<file path="config.mk">
export PLATFORM = sky130hd
export DESIGN_NAME = dma_chan_regs
export DESIGN_NICKNAME = d
export VERILOG_FILES = /design/src/rtl/dma_regs_pkg.sv /design/src/rtl/dma_addr_decode.sv /design/src/rtl/dma_chan_bank.sv /design/src/rtl/dma_chan_regs.sv
export SDC_FILE = /design/constraint.sdc
export NUM_CORES = 2
export LEC_CHECK = 0
export BUFFER_PORTS_ARGS = -buffer_cell sky130_fd_sc_hd__buf_2
export CORE_MARGIN = 3
export CORE_UTILIZATION = 50
export DETAILED_ROUTE_END_ITERATION = 7
export PLACE_DENSITY = 0.8
export RECOVER_POWER = 25
export SLEW_MARGIN = 20
export SYNTH_ARGS = -nofsm -noshare
export SYNTH_HDL_FRONTEND = slang
export SYNTH_SLANG_ARGS = --single-unit
</file>
<file path="constraint.sdc">
create_clock -name clk -period 8.5 [get_ports clk]
set_input_delay 1.7 -clock clk [delete_from_list [all_inputs] [get_ports clk]]
set_output_delay 1.7 -clock clk [all_outputs]
set_load 0.01 [all_outputs]
</file>
<file path="src/rtl/dma_regs_pkg.sv">
// Package: shared constants for the DMA channel register bank.
// Holds word indices inside a channel window, control/status bit positions
// and reset values. Assumes a 32-bit data path.
package dma_regs_pkg;
    localparam int unsigned DATA_W      = 32;
    localparam int unsigned CNT_W       = 8;
    localparam int unsigned WIN_BYTES   = 48;
    localparam int unsigned WIN_WORDS   = WIN_BYTES / 4;

    // Word indices inside a channel window
    localparam int unsigned WORD_CTRL   = 0;
    localparam int unsigned WORD_STAT   = 1;
    localparam int unsigned WORD_CUR    = 2;
    localparam int unsigned WORD_TAIL   = 4;

    // Control bits
    localparam int unsigned CTRL_RUN    = 0;
    localparam int unsigned CTRL_MODE   = 1;
    localparam int unsigned CTRL_SRST   = 2;
    localparam int unsigned THR_LSB     = 16;
    localparam int unsigned DLY_LSB     = 24;

    // Status bits
    localparam int unsigned STAT_HALT   = 0;
    localparam int unsigned STAT_IDLE   = 1;
    localparam int unsigned IRQ_LSB     = 12;
    localparam int unsigned IRQ_W       = 3;
    localparam int unsigned STAT_W      = 16;

    localparam logic [DATA_W-1:0] CTRL_MODE_MASK = 32'h0000_0002;
    localparam logic [DATA_W-1:0] CTRL_SRST_MASK = 32'h0000_0004;
    localparam logic [DATA_W-1:0] CTRL_RST_VAL   = 32'h0001_0000;
    localparam logic [DATA_W-1:0] CTRL_SOFT_VAL  = 32'h0001_0006;
    localparam logic [STAT_W-1:0] STAT_RST_VAL   = 16'h0001;
endpackage

</file>
<file path="src/rtl/dma_addr_decode.sv">
// Module: dma_addr_decode
// Splits a byte offset into a channel index (bit 0 of offset / window size)
// and a word index inside the window. Purely combinational.
// Assumes word-aligned offsets and ADDR_W >= WIDX_W + 2.
module dma_addr_decode #(
    parameter int unsigned ADDR_W    = 8,
    parameter int unsigned WIN_BYTES = 48,
    parameter int unsigned WIDX_W    = 4
) (
    input  logic [ADDR_W-1:0] addr,
    output logic              chan,
    output logic [WIDX_W-1:0] word
);
    localparam logic [ADDR_W-1:0] WIN_L = ADDR_W'(WIN_BYTES);

    logic [ADDR_W-1:0] win_num;
    logic [ADDR_W-1:0] win_rem;
    logic              unused_bits;

    // Divide the offset into window number and remainder
    always_comb begin
        win_num = addr / WIN_L;
        win_rem = addr - (win_num * WIN_L);
    end

    assign chan        = win_num[0];
    assign word        = win_rem[WIDX_W+1:2];
    assign unused_bits = ^{win_num[ADDR_W-1:1], win_rem[ADDR_W-1:WIDX_W+2], win_rem[1:0]};
endmodule

</file>
<file path="src/rtl/dma_chan_bank.sv">
// Module: dma_chan_bank
// Register set of one DMA channel: control, status, current and tail
// descriptor pointers, plus spare storage words. Produces the interrupt
// line, run level, threshold fields and one-cycle reload/reset/start pulses.
// Assumes the caller qualifies wr_sel/rd_sel with the channel decode and
// never asserts both in the same cycle for the same word.
module dma_chan_bank
    import dma_regs_pkg::*;
#(
    parameter bit          IS_TX  = 1'b0,
    parameter int unsigned WIDX_W = 4,
    parameter int unsigned WORDS  = 12
) (
    input  logic              clk,
    input  logic              rst_n,
    input  logic              wr_sel,
    input  logic              rd_sel,
    input  logic [WIDX_W-1:0] word,
    input  logic [DATA_W-1:0] wdata,
    input  logic [CNT_W-1:0]  live_cnt,
    input  logic [CNT_W-1:0]  live_dly,
    input  logic              evt_halt,
    input  logic              evt_idle,
    input  logic [IRQ_W-1:0]  evt_irq,
    input  logic              cd_load,
    input  logic [DATA_W-1:0] cd_next,
    output logic [DATA_W-1:0] rd_val,
    output logic              irq,
    output logic              run,
    output logic              soft_rst,
    output logic              cnt_reload,
    output logic [CNT_W-1:0]  cnt_thresh,
    output logic [CNT_W-1:0]  dly_thresh,
    output logic [DATA_W-1:0] cur_desc,
    output logic [DATA_W-1:0] tail_desc,
    output logic              kick
);
    localparam int unsigned SLOTS = 1 << WIDX_W;
    localparam logic [WIDX_W-1:0] W_CTRL = WIDX_W'(WORD_CTRL);
    localparam logic [WIDX_W-1:0] W_STAT = WIDX_W'(WORD_STAT);
    localparam logic [WIDX_W-1:0] W_CUR  = WIDX_W'(WORD_CUR);
    localparam logic [WIDX_W-1:0] W_TAIL = WIDX_W'(WORD_TAIL);

    logic [DATA_W-1:0] ctrl_q;
    logic [STAT_W-1:0] stat_q;
    logic [STAT_W-1:0] stat_n;
    logic [DATA_W-1:0] cur_q;
    logic [DATA_W-1:0] tail_q;
    logic [DATA_W-1:0] ctrl_merged;
    logic              rst_req;
    logic              wr_ctrl, wr_stat, wr_cur, wr_tail, rd_ctrl;
    logic              soft_rst_q, reload_q;
    logic [DATA_W-1:0] spare_rd [SLOTS];

    // Word strobes for this channel
    always_comb begin
        wr_ctrl = wr_sel && (word == W_CTRL);
        wr_stat = wr_sel && (word == W_STAT);
        wr_cur  = wr_sel && (word == W_CUR);
        wr_tail = wr_sel && (word == W_TAIL);
        rd_ctrl = rd_sel && (word == W_CTRL);
    end

    // Control word as it would be stored: mode forced, pending reset kept
    always_comb begin
        ctrl_merged = wdata | CTRL_MODE_MASK | (ctrl_q & CTRL_SRST_MASK);
        rst_req     = ctrl_merged[CTRL_SRST];
    end

    // Control register: soft reset, plain store, or reset-bit clear on read
    always_ff @(posedge clk) begin
        if (!rst_n) begin
            ctrl_q <= CTRL_RST_VAL;
        end else if (wr_ctrl) begin
            ctrl_q <= rst_req ? CTRL_SOFT_VAL : ctrl_merged;
        end else if (rd_ctrl) begin
            ctrl_q <= ctrl_q & ~CTRL_SRST_MASK;
        end
    end

    // Next status: software effects first, engine events OR-ed in last
    always_comb begin
        stat_n = stat_q;
        if (wr_ctrl) begin
            if (rst_req) begin
                stat_n = STAT_RST_VAL;
            end else if (wdata[CTRL_RUN]) begin
                stat_n[STAT_HALT] = 1'b0;
                stat_n[STAT_IDLE] = 1'b0;
            end
        end
        if (wr_stat) begin
            stat_n = {wdata[STAT_W-1:IRQ_LSB+IRQ_W],
                      stat_q[IRQ_LSB+:IRQ_W] & ~wdata[IRQ_LSB+:IRQ_W],
                      wdata[IRQ_LSB-1:0]};
        end
        if (wr_tail) begin
            stat_n[STAT_IDLE] = 1'b0;
        end
        stat_n[STAT_HALT]      = stat_n[STAT_HALT] | evt_halt;
        stat_n[STAT_IDLE]      = stat_n[STAT_IDLE] | evt_idle;
        stat_n[IRQ_LSB+:IRQ_W] = stat_n[IRQ_LSB+:IRQ_W] | evt_irq;
    end

    // Status register
    always_ff @(posedge clk) begin
        if (!rst_n) stat_q <= STAT_RST_VAL;
        else        stat_q <= stat_n;
    end

    // Current-descriptor pointer: bus write wins over engine load
    always_ff @(posedge clk) begin
        if (!rst_n)       cur_q <= '0;
        else if (wr_cur)  cur_q <= wdata;
        else if (cd_load) cur_q <= cd_next;
    end

    // Tail-descriptor pointer
    always_ff @(posedge clk) begin
        if (!rst_n)       tail_q <= '0;
        else if (wr_tail) tail_q <= wdata;
    end

    // One-cycle pulses that follow a control write
    always_ff @(posedge clk) begin
        if (!rst_n) begin
            soft_rst_q <= 1'b0;
            reload_q   <= 1'b0;
        end else begin
            soft_rst_q <= wr_ctrl && rst_req;
            reload_q   <= wr_ctrl;
        end
    end

    // Start pulse exists only on the memory-to-stream channel
    generate
        if (IS_TX) begin : g_kick
            logic kick_q;
            // Pulse after a tail-pointer write
            always_ff @(posedge clk) begin
                if (!rst_n) kick_q <= 1'b0;
                else        kick_q <= wr_tail;
            end
            assign kick = kick_q;

            assert_kick_R10: assert property (@(posedge clk) disable iff (!rst_n)
                kick_q |-> $past(wr_sel && (word == W_TAIL)));
        end else begin : g_nokick
            assign kick = 1'b0;
        end
    endgenerate

    // Spare storage words for the offsets without a defined meaning
    generate
        for (genvar w = 0; w < SLOTS; w++) begin : g_spare
            if (w >= WORDS || w == WORD_CTRL || w == WORD_STAT ||
                w == WORD_CUR || w == WORD_TAIL) begin : g_none
                assign spare_rd[w] = '0;
            end else begin : g_store
                logic [DATA_W-1:0] spare_q;
                // Plain storage word
                always_ff @(posedge clk) begin
                    if (!rst_n)
                        spare_q <= '0;
                    else if (wr_sel && (word == WIDX_W'(w)))
                        spare_q <= wdata;
                end
                assign spare_rd[w] = spare_q;
            end
        end
    endgenerate

    // Read value of the addressed word
    always_comb begin
        case (word)
            W_CTRL:  rd_val = ctrl_q & ~CTRL_SRST_MASK;
            W_STAT:  rd_val = {live_dly, live_cnt, stat_q};
            W_CUR:   rd_val = cur_q;
            W_TAIL:  rd_val = tail_q;
            default: rd_val = spare_rd[word];
        endcase
    end

    assign irq        = |(stat_q[IRQ_LSB+:IRQ_W] & ctrl_q[IRQ_LSB+:IRQ_W]);
    assign run        = ctrl_q[CTRL_RUN];
    assign soft_rst   = soft_rst_q;
    assign cnt_reload = reload_q;
    assign cnt_thresh = ctrl_q[THR_LSB+:CNT_W];
    assign dly_thresh = ctrl_q[DLY_LSB+:CNT_W];
    assign cur_desc   = cur_q;
    assign tail_desc  = tail_q;

    assert_mode_forced_R3: assert property (@(posedge clk) disable iff (!rst_n)
        $past(wr_sel && (word == W_CTRL)) |-> ctrl_q[CTRL_MODE]);

    assert_soft_reset_R4: assert property (@(posedge clk) disable iff (!rst_n)
        $past(wr_ctrl && rst_req) |-> (stat_q[STAT_HALT] && !ctrl_q[CTRL_RUN] && soft_rst_q));

    assert_read_clears_R6: assert property (@(posedge clk) disable iff (!rst_n)
        $past(rd_sel && !wr_sel && (word == W_CTRL)) |-> !ctrl_q[CTRL_SRST]);

    assert_w1c_R8: assert property (@(posedge clk) disable iff (!rst_n)
        $past(wr_sel && (word == W_STAT) && wdata[IRQ_LSB] && !evt_irq[0]) |-> !stat_q[IRQ_LSB]);

    assert_event_wins_R8: assert property (@(posedge clk) disable iff (!rst_n)
        $past(evt_irq[0]) |-> stat_q[IRQ_LSB]);
endmodule

</file>
<file path="src/rtl/dma_chan_regs.sv">
// Module: dma_chan_regs (top)
// Two-channel DMA control/status register bank on a 32-bit word bus.
// Channel 0 is memory-to-stream, channel 1 stream-to-memory. Registers the
// read data one cycle after the read strobe and pulses rx_notify after any
// channel 1 write. Assumes word-aligned 32-bit accesses.
module dma_chan_regs
    import dma_regs_pkg::*;
#(
    parameter int unsigned ADDR_W = 8
) (
    input  logic                 clk,
    input  logic                 rst_n,
    input  logic                 bus_wr,
    input  logic                 bus_rd,
    input  logic [ADDR_W-1:0]    bus_addr,
    input  logic [DATA_W-1:0]    bus_wdata,
    output logic [DATA_W-1:0]    bus_rdata,
    input  logic [2*CNT_W-1:0]   live_cnt,
    input  logic [2*CNT_W-1:0]   live_dly,
    input  logic [1:0]           evt_halt,
    input  logic [1:0]           evt_idle,
    input  logic [2*IRQ_W-1:0]   evt_irq,
    input  logic [1:0]           cd_load,
    input  logic [2*DATA_W-1:0]  cd_next,
    output logic [1:0]           irq,
    output logic [1:0]           run,
    output logic [1:0]           soft_rst,
    output logic [1:0]           cnt_reload,
    output logic [2*CNT_W-1:0]   cnt_thresh,
    output logic [2*CNT_W-1:0]   dly_thresh,
    output logic [2*DATA_W-1:0]  cur_desc,
    output logic [2*DATA_W-1:0]  tail_desc,
    output logic                 tx_kick,
    output logic                 rx_notify
);
    localparam int unsigned NCH    = 2;
    localparam int unsigned WIDX_W = $clog2(WIN_WORDS);

    logic              sel_chan;
    logic [WIDX_W-1:0] sel_word;
    logic [DATA_W-1:0] ch_rd [NCH];
    logic [NCH-1:0]    ch_kick;
    logic [DATA_W-1:0] rdata_q;
    logic              notify_q;
    logic              unused_kick;

    dma_addr_decode #(
        .ADDR_W    (ADDR_W),
        .WIN_BYTES (WIN_BYTES),
        .WIDX_W    (WIDX_W)
    ) i_decode (
        .addr (bus_addr),
        .chan (sel_chan),
        .word (sel_word)
    );

    generate
        for (genvar c = 0; c < NCH; c++) begin : g_chan
            dma_chan_bank #(
                .IS_TX  (c == 0),
                .WIDX_W (WIDX_W),
                .WORDS  (WIN_WORDS)
            ) i_bank (
                .clk        (clk),
                .rst_n      (rst_n),
                .wr_sel     (bus_wr && (sel_chan == 1'(c))),
                .rd_sel     (bus_rd && (sel_chan == 1'(c))),
                .word       (sel_word),
                .wdata      (bus_wdata),
                .live_cnt   (live_cnt[c*CNT_W +: CNT_W]),
                .live_dly   (live_dly[c*CNT_W +: CNT_W]),
                .evt_halt   (evt_halt[c]),
                .evt_idle   (evt_idle[c]),
                .evt_irq    (evt_irq[c*IRQ_W +: IRQ_W]),
                .cd_load    (cd_load[c]),
                .cd_next    (cd_next[c*DATA_W +: DATA_W]),
                .rd_val     (ch_rd[c]),
                .irq        (irq[c]),
                .run        (run[c]),
                .soft_rst   (soft_rst[c]),
                .cnt_reload (cnt_reload[c]),
                .cnt_thresh (cnt_thresh[c*CNT_W +: CNT_W]),
                .dly_thresh (dly_thresh[c*CNT_W +: CNT_W]),
                .cur_desc   (cur_desc[c*DATA_W +: DATA_W]),
                .tail_desc  (tail_desc[c*DATA_W +: DATA_W]),
                .kick       (ch_kick[c])
            );
        end
    endgenerate

    // Registered read data from the addressed channel
    always_ff @(posedge clk) begin
        if (!rst_n)      rdata_q <= '0;
        else if (bus_rd) rdata_q <= ch_rd[sel_chan];
    end

    // Ready-notify pulse after any write to the stream-to-memory channel
    always_ff @(posedge clk) begin
        if (!rst_n) notify_q <= 1'b0;
        else        notify_q <= bus_wr && sel_chan;
    end

    assign bus_rdata   = rdata_q;
    assign rx_notify   = notify_q;
    assign tx_kick     = ch_kick[0];
    assign unused_kick = ch_kick[1];

    assert_notify_R11: assert property (@(posedge clk) disable iff (!rst_n)
        notify_q |-> $past(bus_wr && sel_chan));

    assert_no_rx_kick_R10: assert property (@(posedge clk) disable iff (!rst_n)
        tx_kick |-> $past(bus_wr && !sel_chan));
endmodule

</file>
# Word-level counts from Yosys, hierarchy flattened
# Index checks and enable logic that the tools add are counted.
# word_totals
register_bits	774
in_bits	152
elab_cells	145
# classes
n_addsub	1
mul	1
n_div	1
n_lt_le_gt_ge	2
eq_ne	11
mux	33
n_bitwise	16
reduce_logical	45
# op_table
operator	n
32-bit 2-to-1 mux	15
32-bit binary-select mux with 4-bit select	2
32-bit one-hot mux with 4 select lines	2
16-bit 2-to-1 mux	4
32-bit by 3-bit bitwise OR with 32-bit output	2
1-bit logical AND	32
14-bit 2-to-1 mux	2
4-bit by 3-bit == test with 1-bit output (second input constant)	4
4-bit == test (second input constant)	4
2-bit nonzero test	8
3-bit AND	4
8-bit by 6-bit divider with 8-bit output (second input constant)	1
4-bit by 2-bit == test with 1-bit output (second input constant)	2
8-bit by 2-bit multiplier with 2-bit output (second input constant)	1
2-bit 2-to-1 mux	4
3-bit 2-to-1 mux	2
3-bit bitwise OR	2
3-bit OR reduction	2
6-bit subtractor	1
5-bit >= comparator (second input constant)	1
4-bit inverter with 5-bit output	1
4-bit by 1-bit == test with 1-bit output (second input constant)	1
4-bit logical NOT	1
1-bit bitwise OR	4
6 further kinds	8

# Logic depth before layout (Yosys ltp)
# depth
word_depth	11
mapped_depth	16
mapped_depth_nobuf	12

# By module
# A second synthesis with hierarchy kept.
# unflattened
hier_cells	4302
hier_area_um2	36523.8
# by_module_without_submodules
mod	n_inst	cells_per_inst	area_per_inst_um2
dma_chan_bank at g_chan[0].i_bank	1	2066	17533.1
dma_chan_bank at g_chan[1].i_bank	1	2072	17443.0
dma_chan_regs	1	148	1442.6
dma_addr_decode	1	16	105.1

# Worst setup path before layout
# No wires, ideal clock.
# synth_timing
path_type	input to register
start	input bus_addr[6]
end	register g_chan[0].i_bank.g_spare[7].g_store.spare_q[23]
setup_ps	128
arrival_ps	4513
required_time_ps	8372
path_slack_ps	3860
stages	14
n_path_buf	3
cell_sequence	nor2b_1 buf_6 mux2_4 nor2_1 inv_1 ha_1 clkbuf_1 or4bb_1 o31ai_1 o21ai_1 nor3_2 buf_2 mux2i_1 nor2_1
# synth_via
elab_chain_len	5
# synth_rtl
element	line_no	rtl
from (decl)	dma_chan_regs.sv:15	input logic [ADDR_W-1:0] bus_addr,
8-bit by 6-bit divider with 8-bit output (*)	dma_addr_decode.sv:22	win_num = addr / WIN_L;
8-bit by 2-bit multiplier with 2-bit output	dma_addr_decode.sv:23	win_rem = addr - (win_num * WIN_L);
6-bit subtractor	dma_addr_decode.sv:23	
4-bit by 3-bit == test with 1-bit output	dma_chan_bank.sv:165	else if (wr_sel && (word == WIDX_W'(w)))
1-bit logical AND (*)	dma_chan_bank.sv:165	
to (signal assigned)	dma_chan_bank.sv:166	spare_q <= wdata;
to (decl)	dma_chan_bank.sv:160	logic [DATA_W-1:0] spare_q;
# Every way passes the cells marked *; elsewhere a longest branch is shown, timed or not.
# A chain may end at the register's enable or synchronous reset.

# Worst setup path after layout
# layout_timing
start	input rst_n
end	register g_chan[0].i_bank.reload_q
# layout_rtl
element	line_no	rtl
from (decl)	dma_chan_regs.sv:12	input logic rst_n,
to (signal assigned)	dma_chan_bank.sv:131	reload_q <= wr_ctrl;
to (decl)	dma_chan_bank.sv:52	logic soft_rst_q, reload_q;
# No word-level cell between the ends.

==> summary.md <==
| Metric | Value |
|---|---|
| Status | `finished with violations` |
| Failing checks | `DRC, capacitance limit, slew limit` |
| Final #Nets | `4408` |
| Final cycle utilization of the critical path | `0.798` |
| Clk pin slew, worst setup/hold paths | `0.06 ns` |
| YS warnings | `0` |
| Clk sink count | `774` |
| Least-Margin Pin Slew | `4.59 ns` |
| Count of maximum capacitance violations | `3` |
| Die Y | `272 um` |
| First-pass GRT wire length | `192 mm` |
| Full die area | `73900 sq um` |
| Worst setup EP type | `flop` |
| Post-Route WL | `130 mm` |
| Final Power | `8.23 mW` |
| Internal | `5.98 mW` |
| Pwr Density | `211 nW/um^2` |
| Async S/R FF share, synth | `0` |
| Worst-Skew Late Latency | `0.64 ns` |
| GRT Overall Usage | `0.335` |
| Detailed placement HPWL | `82.2 mm` |
| Antenna violations before repair | `5` |
| H-tree depth | `3` |
| Total gr overflow | `0` |
| Synth Cell Area | `35300 sq um` |
| Post-CTS setup buffer count | `0` |
| DRT antenna net count | `0` |
| Lkg Pwr | `14.4 nW` |
| Via-to-Cell Ratio | `6.41` |
| Share of post-route cells with drive strength above 1 | `0.135` |
| Vias post-DR | `33643` |
| Most frequent cells in the layout | `nand2_1 (910), dfxtp_1 (774), a21oi_1 (557)` |
| Gate Count Post-Synth | `4222` |
| Port bufs | `351` |
| Total core area | `69300 sq um` |
| Synth unique cells | `71` |
| Placer congestion estimate | `0.935` |
| DR pass1 iterations | `8` |
| Startpoint types | `input port` |
| Primary FF master, synth | `dfxtp_1` |
| Total CTS buffers | `74` |
| DIE WIDTH | `272 um` |
| TNS Setup | `0 ns` |
| Kind of critical path | `input port to flop` |
| Largest net degree at the start of global routing | `170` |
| Final Hold Fails | `0` |
| Syn-to-layout area delta | `10.3%` |
| Final min period | `6.78 ns` |
| Yosys top cell area share | `0.439` |
| CTS Hold Bufs | `0` |
| Clock Tree Buf Depth | `3` |
| Vias in the first global route | `30956` |
| Most common cell after layout, fill and taps aside | `nand2_1` |
| CTS tree | `yes` |
| Final Skew | `0.0279 ns` |
| Peak VDD IR | `0.136 mV` |
| Arr. time, crit path | `7.21 ns` |
| Slew headroom | `-2.06` |
| Slew Viols, Final | `163` |
| Final Worst Setup Slack | `1.72 ns` |
| Sw frac | `0.274` |
| EDFF count, synth | `0` |
| CTS root buf | `clkbuf_16` |
| DR iter-0 viols | `5336` |
| Syn Area/Cell | `8.36 sq um` |
| Worst path required time | `8.93 ns` |
| Routed len/inst | `24.8 um` |
| Dominant cell type by area after synthesis | `dfxtp_1` |
| Worst hold path class | `flop to flop` |
| Pre-CTS setup slack | `2.47 ns` |
| Clk pwr share | `0.420` |
| Sequential element share of the synthesized area | `0.439` |
| Syn_nets | `4375` |
| Number of cell rows | `96` |
| Largest cells by area after synthesis | `dfxtp_1 (44%), nand2_1 (9.7%), mux2i_1 (8.0%)` |
| Setup violations, final | `0` |
| Seq cells post-synth | `774` |
| Fmax achieved | `0.147 GHz` |
| Psw | `2.25 mW` |
| # IOs | `354` |
| Seq pwr share | `0.457` |
| Post_cts resized | `0` |
| Critical path peak fanout | `169` |
| Initial core utilization | `0.510` |
| Combinational share of power | `0.123` |
| RSZ-0062 raised after global routing | `no` |
| Number of remaining DRC errors | `5` |
==> kinds of logic (layout without fill, tap and decap cells) <==
kind of cell | count (synthesis) | after routing | synth area share
AO/OA/AOI/OAI | 1045 | 1045 | 0.179
flip-flops | 774 | 774 | 0.439
other | 0 | 5 | 0
multiplexers | 392 | 392 | 0.138
adder cells (fa/ha/maj) | 1 | 1 | 0.000354
buffers and inverters | 481 | 571 | 0.0637
AND/OR/NAND/NOR | 1529 | 1529 | 0.180
==> cell type report <==
cell class,count,area [sq um]
clock buffer,115,2280
clock inverter,18,223
timing repair buffer,423,2080
inverter,15,63.8
multi-input combinational,2967,17600
antenna,5,12.5
sequential,774,15500
fill,6067,30300
tap,931,1160
==> flip-flops by register name, indices dropped and copies added (netlist names) <==
name / flops
bus_rdata: 32
g_chan.i_bank.cnt_reload: 2
g_chan.i_bank.ctrl_q: 64
g_chan.i_bank.cur_desc: 64
g_chan.i_bank.g_spare.g_store.spare_q: 512
g_chan.i_bank.kick: 1
g_chan.i_bank.soft_rst: 2
g_chan.i_bank.stat_q: 32
g_chan.i_bank.tail_desc: 64
rx_notify: 1
==> power by group through the flow <==
| stage | Sequential (mW) | Combinational [mW] | Clock (mW) |
|---|---|---|---|
| 6_report | 3.76 | 1.01 | 3.46 |
| 5_1_grt | 3.76 | 1.04 | 3.59 |
| 4_1_cts | 3.76 | 0.975 | 3.45 |
| 3_5_place_dp | 3.84 | 0.968 | 0 |
| 3_3_place_gp | 3.83 | 0.961 | 0 |
| 2_1_floorplan | 3.83 | 0.592 | 0 |
==> layer usage <==
metal | GRT usage | share of wire | wire, um
met5 | 0 | 0.00015 | 19
met1 | 0.414 | 0.35 | 46100
met4 | 0.217 | 0.072 | 9370
met3 | 0.101 | 0.14 | 18400
met2 | 0.507 | 0.43 | 56300
==> critical path, cell delays in order <==
cell and delay (ns):
buf_2 0.27, inv_8 0.72, clkbuf_1 3.28, buf_4 1.02, nor2_1 0.12
==> Yosys cell counts, types with 6 or more instances <==
cell type and count:
nor2_1 339, o32ai_1 7, and3_1 7, o31ai_1 8
nand2_2 51, a2bb2oi_1 7, mux4_2 72, o22ai_1 81
a211o_1 6, a221oi_1 21, a22oi_1 34, a21oi_1 557
inv_1 14, clkbuf_1 264, a311oi_1 6, nand4_1 11
mux2_2 36, mux2i_1 283, buf_2 109, nor3_1 19
nor2b_1 12, o21ai_0 90, buf_1 34, nand2_1 914
a221o_1 7, buf_4 43, buf_6 13, nand3_1 133
a211oi_1 81, o221ai_1 13, dfxtp_1 774, a21oi_2 50
o211ai_1 22, o31a_1 9
==> worst paths after layout <==
path / from / to / slack [ns] / depth (start not counted)
setup reg to reg: g_chan[1].i_bank.ctrl_q[2] / g_chan[1].i_bank.stat_q[15] / 6.39 / 6
setup / recovery: rst_n / g_chan[0].i_bank.cnt_reload / 1.72 / 5
hold / removal: g_chan[0].i_bank.ctrl_q[10] / g_chan[0].i_bank.ctrl_q[10] / 0.45 / 2
hold reg to reg: g_chan[0].i_bank.ctrl_q[10] / g_chan[0].i_bank.ctrl_q[10] / 0.45 / 2
==> through the flow <==
step	hold WS [ns]	std cells	util	cell area (sq um)
after floorplan	0.428	4222	-	35300
after global placement	0.435	5110	0.530	36700
after detailed placement	0.442	5110	0.530	36700
after CTS	0.452	5243	0.566	39200
after global routing	0.467	5246	0.562	39000
final	0.452	5248	0.562	39000
Power figures use the tool's default switching activity.
